<file path="src/rtl/mlr_pkg.sv">
package mlr_pkg;

   // Framer phases
   typedef enum logic [2:0] {
      ST_OFF  = 3'd0,
      ST_SRCH = 3'd1,
      ST_LO1  = 3'd2,
      ST_HI   = 3'd3,
      ST_LO2  = 3'd4,
      ST_ACT  = 3'd5
   } rx_st_e;

   localparam logic [1:0] MODE_RX = 2'b00;

endpackage

</file>
<file path="src/rtl/mlr_sampler.sv">
module mlr_sampler #(
   parameter int STAGES = 1
) (
   input  logic clk,
   input  logic rst_n,
   input  logic on_i,
   input  logic lvl_i,
   input  logic dat_i,
   output logic on_o,
   output logic lvl_o,
   output logic lvl_prev_o,
   output logic dat_o
);

   initial assert (STAGES >= 1) else $error("mlr_sampler: STAGES must be at least 1");

   logic [2:0] tap;
   logic       prev_q;

   generate
      if (STAGES == 1) begin : g_one
         logic [2:0] q;
         always_ff @(posedge clk or negedge rst_n) begin
            if (!rst_n) q <= '0;
            else        q <= {on_i, lvl_i, dat_i};
         end
         assign tap = q;
      end else begin : g_chain
         logic [2:0] q [STAGES];
         always_ff @(posedge clk or negedge rst_n) begin
            if (!rst_n) begin
               for (int i = 0; i < STAGES; i++) q[i] <= '0;
            end else begin
               q[0] <= {on_i, lvl_i, dat_i};
               for (int i = 1; i < STAGES; i++) q[i] <= q[i-1];
            end
         end
         assign tap = q[STAGES-1];
      end
   endgenerate

   // previous clock-line level for edge detection
   always_ff @(posedge clk or negedge rst_n) begin
      if (!rst_n) prev_q <= 1'b0;
      else        prev_q <= tap[1];
   end

   assign on_o       = tap[2];
   assign lvl_o      = tap[1];
   assign dat_o      = tap[0];
   assign lvl_prev_o = prev_q;

endmodule

</file>
<file path="src/rtl/mlr_framer.sv">
module mlr_framer
   import mlr_pkg::*;
#(
   parameter int CYC_DIV = 2,
   parameter int PH_MIN  = 11,
   parameter int PH_MAX  = 13
) (
   input  logic clk,
   input  logic rst_n,
   input  logic run_en,
   input  logic on_i,
   input  logic lvl_i,
   input  logic lvl_prev_i,
   output logic act_o,
   output logic stb_o,
   output logic first_o
);

   localparam int MIN_S = PH_MIN * CYC_DIV;
   localparam int MAX_S = PH_MAX * CYC_DIV;
   localparam int CNT_W = $clog2(MAX_S + 2);

   initial assert (CYC_DIV >= 2) else $error("mlr_framer: CYC_DIV must be at least 2");
   initial assert (PH_MIN >= 1 && PH_MAX >= PH_MIN) else $error("mlr_framer: bad phase window");

   rx_st_e             st_q, st_n;
   logic [CNT_W-1:0]   cnt_q, cnt_n, cnt_inc;
   logic               rise, fall, edge_any, in_win;

   assign rise     = lvl_i & ~lvl_prev_i;
   assign fall     = ~lvl_i & lvl_prev_i;
   assign edge_any = rise | fall;
   assign in_win   = (cnt_q >= CNT_W'(MIN_S)) && (cnt_q <= CNT_W'(MAX_S));
   assign cnt_inc  = (cnt_q == CNT_W'(MAX_S + 1)) ? cnt_q : cnt_q + CNT_W'(1);

   always_comb begin
      st_n    = st_q;
      cnt_n   = cnt_q;
      stb_o   = 1'b0;
      first_o = 1'b0;
      if (!run_en || !on_i) begin
         st_n  = ST_OFF;
         cnt_n = '0;
      end else begin
         case (st_q)
            ST_OFF: begin
               if (!lvl_i) begin
                  st_n  = ST_LO1;
                  cnt_n = CNT_W'(1);
               end else begin
                  st_n = ST_SRCH;
               end
            end
            ST_SRCH: begin
               if (fall) begin
                  st_n  = ST_LO1;
                  cnt_n = CNT_W'(1);
               end
            end
            ST_LO1: begin
               if (!lvl_i)      cnt_n = cnt_inc;
               else if (in_win) begin
                  st_n  = ST_HI;
                  cnt_n = CNT_W'(1);
               end else         st_n = ST_SRCH;
            end
            ST_HI: begin
               if (lvl_i)       cnt_n = cnt_inc;
               else if (in_win) begin
                  st_n  = ST_LO2;
                  cnt_n = CNT_W'(1);
               end else         st_n = ST_SRCH;
            end
            ST_LO2: begin
               if (!lvl_i)      cnt_n = cnt_inc;
               else if (in_win) begin
                  st_n    = ST_ACT;
                  cnt_n   = '0;
                  stb_o   = 1'b1;
                  first_o = 1'b1;
               end else         st_n = ST_SRCH;
            end
            ST_ACT: begin
               stb_o = edge_any;
            end
            default: begin
               st_n  = ST_OFF;
               cnt_n = '0;
            end
         endcase
      end
   end

   always_ff @(posedge clk or negedge rst_n) begin
      if (!rst_n) begin
         st_q  <= ST_OFF;
         cnt_q <= '0;
      end else begin
         st_q  <= st_n;
         cnt_q <= cnt_n;
      end
   end

   assign act_o = (st_q == ST_ACT);


   pd_off_chk: assert property (@(posedge clk) disable iff (!rst_n)
      !run_en |=> st_q == ST_OFF);


   line_off_chk: assert property (@(posedge clk) disable iff (!rst_n)
      !on_i |=> st_q == ST_OFF);


   act_entry_chk: assert property (@(posedge clk) disable iff (!rst_n)
      (st_q == ST_ACT && $past(st_q) != ST_ACT) |-> $past(st_q) == ST_LO2);


   win_ok_chk: assert property (@(posedge clk) disable iff (!rst_n)
      (st_q == ST_HI && $past(st_q) == ST_LO1) |->
         ($past(cnt_q) >= CNT_W'(MIN_S) && $past(cnt_q) <= CNT_W'(MAX_S)));

endmodule

</file>
<file path="src/rtl/mlr_deframe.sv">
module mlr_deframe #(
   parameter int DAT_W = 8
) (
   input  logic             clk,
   input  logic             rst_n,
   input  logic             run_en,
   input  logic             act_i,
   input  logic             stb_i,
   input  logic             first_i,
   input  logic             dat_i,
   output logic [DAT_W-1:0] dat_o,
   output logic             vs_o,
   output logic             hs_o,
   output logic             pix_o
);

   localparam int WORD_W = DAT_W + 2;
   localparam int BC_W   = $clog2(WORD_W);

   initial assert (DAT_W >= 1) else $error("mlr_deframe: DAT_W must be at least 1");

   logic [WORD_W-1:0] sh_q, word_n, out_q;
   logic [BC_W-1:0]   bcnt_q, idx;
   logic              pix_q, last_bit;

   assign idx      = first_i ? '0 : bcnt_q;
   assign last_bit = (idx == BC_W'(WORD_W - 1));

   always_comb begin
      word_n      = sh_q;
      word_n[idx] = dat_i;
   end

   always_ff @(posedge clk or negedge rst_n) begin
      if (!rst_n) begin
         sh_q   <= '0;
         bcnt_q <= '0;
         out_q  <= '0;
         pix_q  <= 1'b0;
      end else if (!run_en) begin
         sh_q   <= '0;
         bcnt_q <= '0;
         out_q  <= '0;
         pix_q  <= 1'b0;
      end else begin
         pix_q <= 1'b0;
         if (stb_i) begin
            sh_q <= word_n;
            if (last_bit) begin
               out_q  <= word_n;
               pix_q  <= 1'b1;
               bcnt_q <= '0;
            end else begin
               bcnt_q <= idx + BC_W'(1);
            end
         end else if (!act_i) begin
            bcnt_q <= '0;
         end
      end
   end

   assign dat_o = out_q[DAT_W-1:0];
   assign vs_o  = out_q[DAT_W];
   assign hs_o  = out_q[DAT_W+1];
   assign pix_o = pix_q;


   pix_single_chk: assert property (@(posedge clk) disable iff (!rst_n)
      pix_q |=> !pix_q);


   quiet_chk: assert property (@(posedge clk) disable iff (!rst_n)
      !run_en |=> !pix_q);


   dat_upd_chk: assert property (@(posedge clk) disable iff (!rst_n)
      ($past(run_en) && !$stable(out_q)) |-> pix_q);

endmodule

</file>
<file path="src/rtl/mlink_rx.sv">
module mlink_rx
   import mlr_pkg::*;
#(
   parameter int DAT_W       = 8,
   parameter int CYC_DIV     = 2,
   parameter int PH_MIN      = 11,
   parameter int PH_MAX      = 13,
   parameter int SYNC_STAGES = 1
) (
   input  logic             clk,
   input  logic             rst_n,
   input  logic             pwr_n,
   input  logic [1:0]       mode,
   input  logic             ln_clk_on,
   input  logic             ln_clk,
   input  logic             ln_dat,
   output logic [DAT_W-1:0] pix_dat_o,
   output logic             vsync_o,
   output logic             hsync_o,
   output logic             pix_clk_o
);

   logic             run_en;
   logic             s_on, s_lvl, s_prev, s_dat;
   logic             f_act, f_stb, f_first;
   logic [DAT_W-1:0] w_dat;
   logic             w_vs, w_hs, w_pix;

   assign run_en = pwr_n && (mode == MODE_RX);

   mlr_sampler #(.STAGES(SYNC_STAGES)) u_smp (
      .clk        (clk),
      .rst_n      (rst_n),
      .on_i       (ln_clk_on),
      .lvl_i      (ln_clk),
      .dat_i      (ln_dat),
      .on_o       (s_on),
      .lvl_o      (s_lvl),
      .lvl_prev_o (s_prev),
      .dat_o      (s_dat)
   );

   mlr_framer #(.CYC_DIV(CYC_DIV), .PH_MIN(PH_MIN), .PH_MAX(PH_MAX)) u_frm (
      .clk        (clk),
      .rst_n      (rst_n),
      .run_en     (run_en),
      .on_i       (s_on),
      .lvl_i      (s_lvl),
      .lvl_prev_i (s_prev),
      .act_o      (f_act),
      .stb_o      (f_stb),
      .first_o    (f_first)
   );

   mlr_deframe #(.DAT_W(DAT_W)) u_dfr (
      .clk     (clk),
      .rst_n   (rst_n),
      .run_en  (run_en),
      .act_i   (f_act),
      .stb_i   (f_stb),
      .first_i (f_first),
      .dat_i   (s_dat),
      .dat_o   (w_dat),
      .vs_o    (w_vs),
      .hs_o    (w_hs),
      .pix_o   (w_pix)
   );

   // outputs forced low at once in power-down or a non-receiver mode
   assign pix_dat_o = run_en ? w_dat : '0;
   assign vsync_o   = run_en & w_vs;
   assign hsync_o   = run_en & w_hs;
   assign pix_clk_o = run_en & w_pix;

endmodule

</file>
<file path="config.mk">
export PLATFORM = sky130hd
export DESIGN_NAME = mlink_rx
export DESIGN_NICKNAME = d
export VERILOG_FILES = /design/src/rtl/mlr_pkg.sv /design/src/rtl/mlr_sampler.sv /design/src/rtl/mlr_framer.sv /design/src/rtl/mlr_deframe.sv /design/src/rtl/mlink_rx.sv
export SDC_FILE = /design/constraint.sdc
export NUM_CORES = 1
export LEC_CHECK = 0
export BUFFER_PORTS_ARGS = -buffer_cell sky130_fd_sc_hd__buf_2
export CAP_MARGIN = 15
export CORE_ASPECT_RATIO = 1.5
export CORE_MARGIN = 5
export CORE_UTILIZATION = 35
export CTS_CLUSTER_SIZE = 8
export DETAILED_ROUTE_END_ITERATION = 10
export PLACE_DENSITY = 0.5
export SLEW_MARGIN = 30
export SYNTH_ARGS = -nofsm -noshare
export SYNTH_HDL_FRONTEND = slang
export SYNTH_SLANG_ARGS = --single-unit
</file>
<file path="constraint.sdc">
create_clock -name clk -period 2.4 [get_ports clk]
set_input_delay 0.48 -clock clk [delete_from_list [all_inputs] [get_ports clk]]
set_output_delay 0.48 -clock clk [all_outputs]
set_load 0.05 [all_outputs]
</file>
==> results of run 1 <==
==> how the worst max path moves through the flow <==
stage	from	end
2_1_floorplan	u_smp.g_one.q[1]$_DFF_PN0_	u_dfr.out_q[6]$_DFFE_PN0P_
3_3_place_gp	u_smp.g_one.q[1]$_DFF_PN0_	u_dfr.sh_q[3]$_DFFE_PN0P_
3_5_place_dp	pwr_n	u_dfr.out_q[0]$_DFFE_PN0P_
4_1_cts	u_smp.g_one.q[1]$_DFF_PN0_	u_dfr.sh_q[3]$_DFFE_PN0P_
5_1_grt	u_smp.g_one.q[1]$_DFF_PN0_	u_dfr.sh_q[1]$_DFFE_PN0P_
6_report	u_smp.g_one.q[1]$_DFF_PN0_	u_dfr.sh_q[3]$_DFFE_PN0P_
==> Yosys cell counts (all sizes together), types with 3 or more instances <==
cell	instances	area [µm²]
dfrtp	36	900.9
nand2	35	133.9
a21oi	15	75.07
nor2	13	48.80
and3	11	68.82
buf	9	65.06
nand2b	9	58.81
clkbuf	8	30.03
inv	8	30.03
a32o	7	70.07
nor2b	7	51.30
nand3	6	47.55
nor3	6	45.04
a31oi	5	31.28
mux2i	5	50.05
o211ai	5	42.54
a22o	4	35.03
a41oi	4	35.03
o21ai	4	20.02
a21boi	3	22.52
a31o	3	26.28
ha	3	37.54
==> area by class of cell <==
cell class,count,area [µm²],area share (%)
clock buffer,5,68.82,2.775
clock inverter,3,42.54,1.715
inverter,8,30.03,1.211
multi-input combinational,175,1200,48.39
sequential,36,900.9,36.33
tap,74,92.59,3.734
timing repair buffer,25,145.1,5.853
==> worst register-to-register path, stage by stage (launching register included) <==
cell and delay (ns):
dfrtp_1 0.38, inv_1 0.18, ha_1 0.30, nor2b_1 0.25
nand2_1 0.19, nor3_2 0.22, a31oi_1 0.12, a31o_2 0.23
==> cell usage in the layout, fill, tap and decap left out, types with 4 or more instances in the layout <==
cell,n
nor2b_1,6
nand2b_1,8
inv_1,7
buf_4,8
o211ai_1,4
a32o_1,7
nand2_1,34
a31oi_1,5
and3_1,11
dfrtp_1,36
o21ai_0,4
buf_2,17
a41oi_1,4
a22o_1,4
nand3_1,4
clkbuf_8,5
mux2i_1,5
nor2_1,13
a21oi_1,15
==> cell families (layout without fill, tap and decap cells) <==
logic type | Yosys count | count (layout)
AO/OA/AOI/OAI | 62 | 62
XOR/XNOR | 2 | 2
adder cells (fa/ha/maj) | 3 | 3
buffers and inverters | 25 | 41
flip-flops | 36 | 36
multiplexers | 7 | 7
AND/OR/NAND/NOR | 101 | 101
==> stage by stage <==
step,hold WS (ns),worst slack (ns),cell area [µm²],total power [mW]
after global routing,0.1864,0.2534,2480,1.272
after detailed placement,0.5083,0.4062,2366,0.6955
after CTS,0.2819,0.4188,2477,1.246
after global placement,0.5059,0.4573,2366,0.6956
final,0.1434,0.4145,2480,1.220
after floorplan,0.1844,0.4552,2226,0.6617
==> power by group through the flow <==
| stage | registers (mW) | logic [mW] | clock network, mW |
|---|---|---|---|
| 2_1_floorplan | 0.626 | 0.0354 | 0 |
| 3_3_place_gp | 0.629 | 0.0663 | 0 |
| 5_1_grt | 0.618 | 0.0746 | 0.579 |
| 3_5_place_dp | 0.629 | 0.0662 | 0 |
| 4_1_cts | 0.617 | 0.0668 | 0.562 |
| 6_report | 0.617 | 0.0653 | 0.538 |
==> state kept, by name (all words and copies together) (netlist names) <==
name / flops
u_dfr.out_q: 10
u_dfr.sh_q: 9
u_frm.cnt_q: 5
u_dfr.bcnt_q: 4
u_frm.st_q: 3
u_smp.g_one.q: 3
u_dfr.pix_o: 1
u_smp.lvl_prev_o: 1
==> per-layer routing <==
layer	vias to the layer above	share of wire, %	global-route usage, %
met5	-	0	0
met4	0	2.8	5.598
met3	8	2.3	2.336
met2	26	55	25.87
met1	905	40	17.27
li1	892	-	-
==> Flow_metrics.wiki, run 1 <==
{| class="wikitable"
! Metric !! Value
|-
| Largest driver fanout on the critical path || 7
|-
| Type of origin of the critical path || flip-flop
|-
| Synthesized-area fraction occupied by xor and xnor cells || 0.7870%
|-
| Warning count from the yosys run || 0
|-
| Number of max-cap violations || 0
|-
| Number of buffers on the longest clock path || 2
|-
| Fin Clk Skew || 0.007284 ns
|-
| Combinational fraction of design power || 5.3%
|-
| Outcome || complete, no violations
|-
| Count of placed standard cells in the final layout, fillers left out || 326
|-
| Relative slew margins || 68.45%
|-
| Number of pins exceeding their max-slew limit in the final report || 0
|-
| Leakage power summed over all cells || 1.017 nW
|-
| Setup slack of the most critical reg-to-reg path || 0.41 ns
|-
| DRC errors left || 0
|-
| Count of buffers inserted at the top-level ports || 18
|-
| Post-DRT Antenna Nets || 0
|-
| DIE WIDTH || 75.12 µm
|-
| Hold buffer count at CTS || 0
|-
| Number of setup violations in the final report || 0
|-
| Worst-Margin Slew || 0.4732 ns
|-
| Power per cell area || 492.0 mW/mm²
|-
| CTS sink cnt || 36
|-
| Seq cells post-synth || 36
|-
| Number of gates resized after CTS || 0
|-
| Switching Fraction || 22.89%
|-
| Reg2Reg Depth || 7
|-
| Seq/Total Area, Yosys || 40.47%
|-
| Post-synth EDFFs || 0
|-
| Async set-or-reset flop fraction in the synthesized netlist || 100.0%
|-
| Critical path, cell by cell || inv_1 -> ha_1 -> nor2b_1 -> nand2_1 -> nor3_2 -> a31oi_1 -> a31o_2
|-
| Share of cells above drive strength 1 || 19.84%
|-
| Cell area after synthesis || 0.002226 mm²
|-
| Effective utilization at floorplan || 36.05%
|-
| Nets in the synthesized netlist || 247
|-
| Via count normalized by instance count || 5.617
|-
| Global-route wire length before repair || 9066 µm
|-
| Sum of buffers and inverters on the critical path || 1
|-
| Via count || 1831
|-
| Global route total overflow || 0
|-
| Max H-tree Level || 2
|-
| Number of cell rows || 35
|-
| Post-synth cell types || 57
|-
| Max stage delay cell, worst path || dfrtp_1
|-
| Highest clock rate || 503.7 MHz
|-
| Die Height || 107.7 µm
|-
| Clock tree from TritonCTS || done
|-
| Mux share of post-synthesis cell area || 3.429%
|-
| Post-synthesis average cell area || 9.432 µm²
|-
| Share of the clock period used by the worst path after layout || 82.73%
|-
| Setup repair after global routing missed its margin || false
|-
| Number of top-level design ports || 19
|-
| Worst reg2reg startpoint || u_smp.g_one.q[1]$_DFF_PN0_
|-
| Avg WL per Cell || 16.67 µm
|-
| Core Footprint || 0.006175 mm²
|-
| Worst setup path category || flip-flop to flip-flop
|-
| Min cycle time layout || 1.985 ns
|-
| Core occupancy in the finished layout || 40.16%
|-
| Number of buffers created by CTS || 5
|-
| Number of iterations in the first detailed-routing pass || 5
|-
| Dominant combinational cell family by area after synthesis || simple AND/OR/NAND/NOR gates
|-
| Net total in the final layout || 262
|-
| Final count of hold timing violations || 0
|-
| Critical path depth in cells || 7
|-
| CP peak stage delay || 0.38 ns
|-
| Routability Congestion || 0.7677
|-
| Clk pin slew, worst setup/hold paths || 0.08 ns
|-
| Total routing usage reported by global routing || 14.69%
|-
| Die footprint || 0.008088 mm²
|-
| Initial detailed-routing violation count || 114
|-
| Power share of the clock group || 44.1%
|-
| Number of fill cells in the layout || 623
|-
| Required time of the critical path || 2.58 ns
|-
| Dpl hpwl || 3943 µm
|-
| Compound-gate portion of the synthesized area || 21.30%
|-
| Clock root cell || clkbuf_8
|-
| Power spent charging and discharging nets || 279.3 µW
|-
| Adder-cell area share of the yosys netlist || 1.686%
|-
| Dominant synthesized flop cell || dfrtp_1
|-
| Largest delay contributor family on the critical path || simple AND/OR/NAND/NOR gates
|-
| Antenna violations before repair || 0
|-
| Sum of negative setup slack || 0 ns
|-
| Via count of the first global-routing pass || 1851
|-
| Cell Int Power || 940.9 µW
|-
| Reg2reg end || u_dfr.sh_q[3]$_DFFE_PN0P_
|-
| Part of the power in registers || 50.6%
|-
| Arr. time, crit path || 2.16 ns
|-
| Routed WL || 5436 µm
|-
| Post-CTS setup repair buffer count || 0
|-
| P&R area growth vs syn || 11.41%
|-
| Inst Count DP || 318
|-
| Pin count of the biggest net entering global routing || 37
|-
| Post-synthesis cell count || 236
|-
| Simple-Gate Fraction of Synth Area || 26.70%
|-
| Type of the most critical hold path || input port to asynchronous set/reset pin
|-
| Clock latency reported for the late side of the worst-skew pair || 0.29 ns
|-
| N_diodes || 0
|-
| CP Capture Type || flip-flop
|-
| Worst IR drop on VDD || 0.3610 mV
|}
No activity file was read; power rests on OpenSTA's default activity.
==> run 2: changes to the inputs <==
--- a/config.mk
+++ b/config.mk
@@ -12,7 +12,7 @@
 export CORE_UTILIZATION = 35
 export CTS_CLUSTER_SIZE = 8
 export DETAILED_ROUTE_END_ITERATION = 10
-export PLACE_DENSITY = 0.5
+export PLACE_DENSITY = 0.51
 export SLEW_MARGIN = 30
 export SYNTH_ARGS = -nofsm -noshare
 export SYNTH_HDL_FRONTEND = slang
==> constraint.sdc (replaced) <==
create_clock -name clk -period 1.7 [get_ports clk]
set_input_delay 0.34 -clock clk [delete_from_list [all_inputs] [get_ports clk]]
set_output_delay 0.34 -clock clk [all_outputs]
set_load 0.05 [all_outputs]
==> run 2 against run 1 <==
Clock power is 22% higher. Count of clock-buffer cells in the layout is 2 higher. Total power grew 37%. Combinational power rose by 110%. Hold slack got worse by 0.046 ns. The run now ends with setup timing left. Sequential cell count is the same. Wire length up 7.7%. Cell count is 14% higher.
==> Flow_metrics.wiki, run 2 (synthesis gave the netlist of run 1 again) <==
{| class="wikitable"
! Metric !! Value
|-
| Routed WL || 5852 µm (was 5436 µm)
|-
| Required time of the critical path || 1.89 ns (was 2.58 ns)
|-
| Setup slack at placement || -0.1172 ns (was 0.4062 ns)
|-
| Most frequent cells in the layout || buf_4, dfrtp_1, nand2_1 (was dfrtp_1, nand2_1, buf_2)
|-
| Via count of the first global-routing pass || 2014 (was 1851)
|-
| Count of buffers inserted at the top-level ports || 18 (unchanged)
|-
| Routability Congestion || 0.8254 (was 0.7677)
|-
| DIE WIDTH || 75.12 µm (unchanged)
|-
| Antenna violations before repair || 0 (unchanged)
|-
| Number of setup violations in the final report || 1 (was 0)
|-
| Total routing usage reported by global routing || 15.12% (was 14.69%)
|-
| Worst hold margin || 0.09790 ns (was 0.1434 ns)
|-
| Die footprint || 0.008088 mm² (unchanged)
|-
| Number of fill cells in the layout || 579 (was 623)
|-
| Top flop regs || u_dfr.out_q x10, u_dfr.sh_q x9, u_frm.cnt_q x5 (unchanged)
|-
| Largest driver fanout on the critical path || 8 (was 7)
|-
| Share of cells above drive strength 1 || 46.15% (was 19.84%)
|-
| Final non-filler cell area || 0.003105 mm² (was 0.002480 mm²)
|-
| Number of buffers created by CTS || 5 (unchanged)
|-
| Footprint of the flip-flops and latches || 905.9 µm² (was 900.9 µm²)
|-
| Clock latency reported for the late side of the worst-skew pair || 0.28 ns (was 0.29 ns)
|-
| DRC errors left || 0 (unchanged)
|-
| Clock tree from TritonCTS || done (unchanged)
|-
| Outcome || finished with violations (was complete, no violations)
|-
| CTS sink cnt || 36 (unchanged)
|-
| Violated checks || setup timing
|-
| Sum of negative setup slack || -0.01775 ns (was 0 ns)
|-
| Worst setup path category || flip-flop to flip-flop (unchanged)
|-
| Dpl hpwl || 4253 µm (was 3943 µm)
|-
| Max H-tree Level || 2 (unchanged)
|-
| Number of buffers on the longest clock path || 2 (unchanged)
|-
| Pin count of the biggest net entering global routing || 37 (unchanged)
|-
| Effective utilization at floorplan || 36.05% (unchanged)
|-
| Leakage power summed over all cells || 1.377 nW (was 1.017 nW)
|-
| Final count of hold timing violations || 0 (unchanged)
|-
| Number of max-cap violations || 0 (unchanged)
|-
| Die Height || 107.7 µm (unchanged)
|-
| Net total in the final layout || 310 (was 262)
|-
| Avg WL per Cell || 15.69 µm (was 16.67 µm)
|-
| Relative slew margins || 67.57% (was 68.45%)
|-
| Via count normalized by instance count || 5.349 (was 5.617)
|-
| N_diodes || 0 (unchanged)
|-
| Arr. time, crit path || 1.91 ns (was 2.16 ns)
|-
| Number of top-level design ports || 19 (unchanged)
|-
| Post-DRT Antenna Nets || 0 (unchanged)
|-
| Clock root cell || clkbuf_8 (unchanged)
|-
| Worst IR drop on VDD || 0.2660 mV (was 0.3610 mV)
|-
| Clk pin slew, worst setup/hold paths || 0.07 ns (was 0.08 ns)
|-
| Total chip power || 1.668 mW (was 1.220 mW)
|-
| Fin Clk Skew || 0.003662 ns (was 0.007284 ns)
|-
| P&R area growth vs syn || 39.52% (was 11.41%)
|-
| Power per cell area || 537.1 mW/mm² (was 492.0 mW/mm²)
|-
| Largest register by flop count || u_dfr.out_q (unchanged)
|-
| Flip-flop count of the largest register, all copies and words added || 10 (unchanged)
|-
| Initial detailed-routing violation count || 82 (was 114)
|-
| Highest clock rate || 582.2 MHz (was 503.7 MHz)
|-
| Setup repair after global routing missed its margin || true (was false)
|-
| CP Capture Type || flip-flop (unchanged)
|-
| Number of pins exceeding their max-slew limit in the final report || 0 (unchanged)
|-
| Area taken by multi-input logic gates || 0.001433 mm² (was 0.001200 mm²)
|-
| Type of origin of the critical path || flip-flop (unchanged)
|-
| Leading cell type in the layout, fill and taps excluded || buf_4 (was dfrtp_1)
|-
| Via count || 1995 (was 1831)
|-
| Global-route wire length before repair || 9480 µm (was 9066 µm)
|-
| Core Footprint || 0.006175 mm² (unchanged)
|-
| Worst-Margin Slew || 0.4865 ns (was 0.4732 ns)
|-
| Type of the most critical hold path || input port to asynchronous set/reset pin (unchanged)
|-
| Area of placed instances || 0.002738 mm² (was 0.002366 mm²)
|-
| Number of iterations in the first detailed-routing pass || 5 (unchanged)
|-
| Min cycle time layout || 1.718 ns (was 1.985 ns)
|-
| Share of the clock period used by the worst path after layout || 101.0% (was 82.73%)
|-
| Global route total overflow || 0 (unchanged)
|-
| Setup slack of the most critical reg-to-reg path || -0.02 ns (was 0.41 ns)
|-
| Number of cell rows || 35 (unchanged)
|-
| Minimum setup slack in the final design || -0.01775 ns (was 0.4145 ns)
|}
run 2: cell count changes in the layout (fill, tap and decap cells not counted), sizes merged:
cell      change
buf          +48
bufinv        -1
clkbuf        +2
clkinv        -1
clkinvlp      -1
run 2: cell type report:
class	count	area share, %
repair buffers	73	17.49
flip-flops and latches	36	29.17
inverters	8	1.128
well taps	74	2.981
multi-input cells	175	46.13
clock buffers	7	3.102
run 2: power breakdown:
group | switching, mW | total [mW] | internal, mW
sequential | 0.00914 | 0.872 | 0.863
combinational | 0.0770 | 0.140 | 0.0625
clock | 0.296 | 0.657 | 0.361
total | 0.382 | 1.67 | 1.29
run 2: through the flow:
step	util, %	cells
detailed placement	44.34	359
CTS	46.71	368
finish	50.29	373
global route	50.29	373
global placement	44.34	359
floorplan	-	236
run 2: what timing repair did:
item	CTS	global route
setup buffers	2	5
resized for setup	12	41
hold buffers	0	0
gates cloned	0	0
setup endpoints to repair	17	26
pin swaps	6	31
run 2: path summary, 6_finish.rpt:
path	start	to	cells past startpoint
min in group clk	ln_clk_on	u_smp.g_one.q[2]$_DFF_PN0_	1
hold / removal	rst_n	u_dfr.pix_o$_DFF_PN0_	2
setup / recovery	u_frm.cnt_q[1]$_DFFE_PN0P_	u_frm.cnt_q[1]$_DFFE_PN0P_	7
setup reg to reg	u_frm.cnt_q[1]$_DFFE_PN0P_	u_frm.cnt_q[1]$_DFFE_PN0P_	7
max in group asynchronous	rst_n	u_frm.cnt_q[1]$_DFFE_PN0P_	2
hold reg to reg	u_dfr.out_q[9]$_DFFE_PN0P_	u_dfr.out_q[9]$_DFFE_PN0P_	2
run 2: metal layers:
layer	part of all wire, %	GRT usage [%]	up-vias
met5	0	0	-
met4	0.97	4.326	0
met1	40	16.54	969
met3	2.4	2.617	4
met2	57	28.49	23
li1	-	-	999
run 2: worst max-delay path: stages (launching register included):
cell,delay (ns)
dfrtp_2,0.42
buf_4,0.12
buf_4,0.11
nand4b_1,0.18
o311ai_4,0.12
and4b_2,0.39
nand2_2,0.09
o211ai_1,0.20
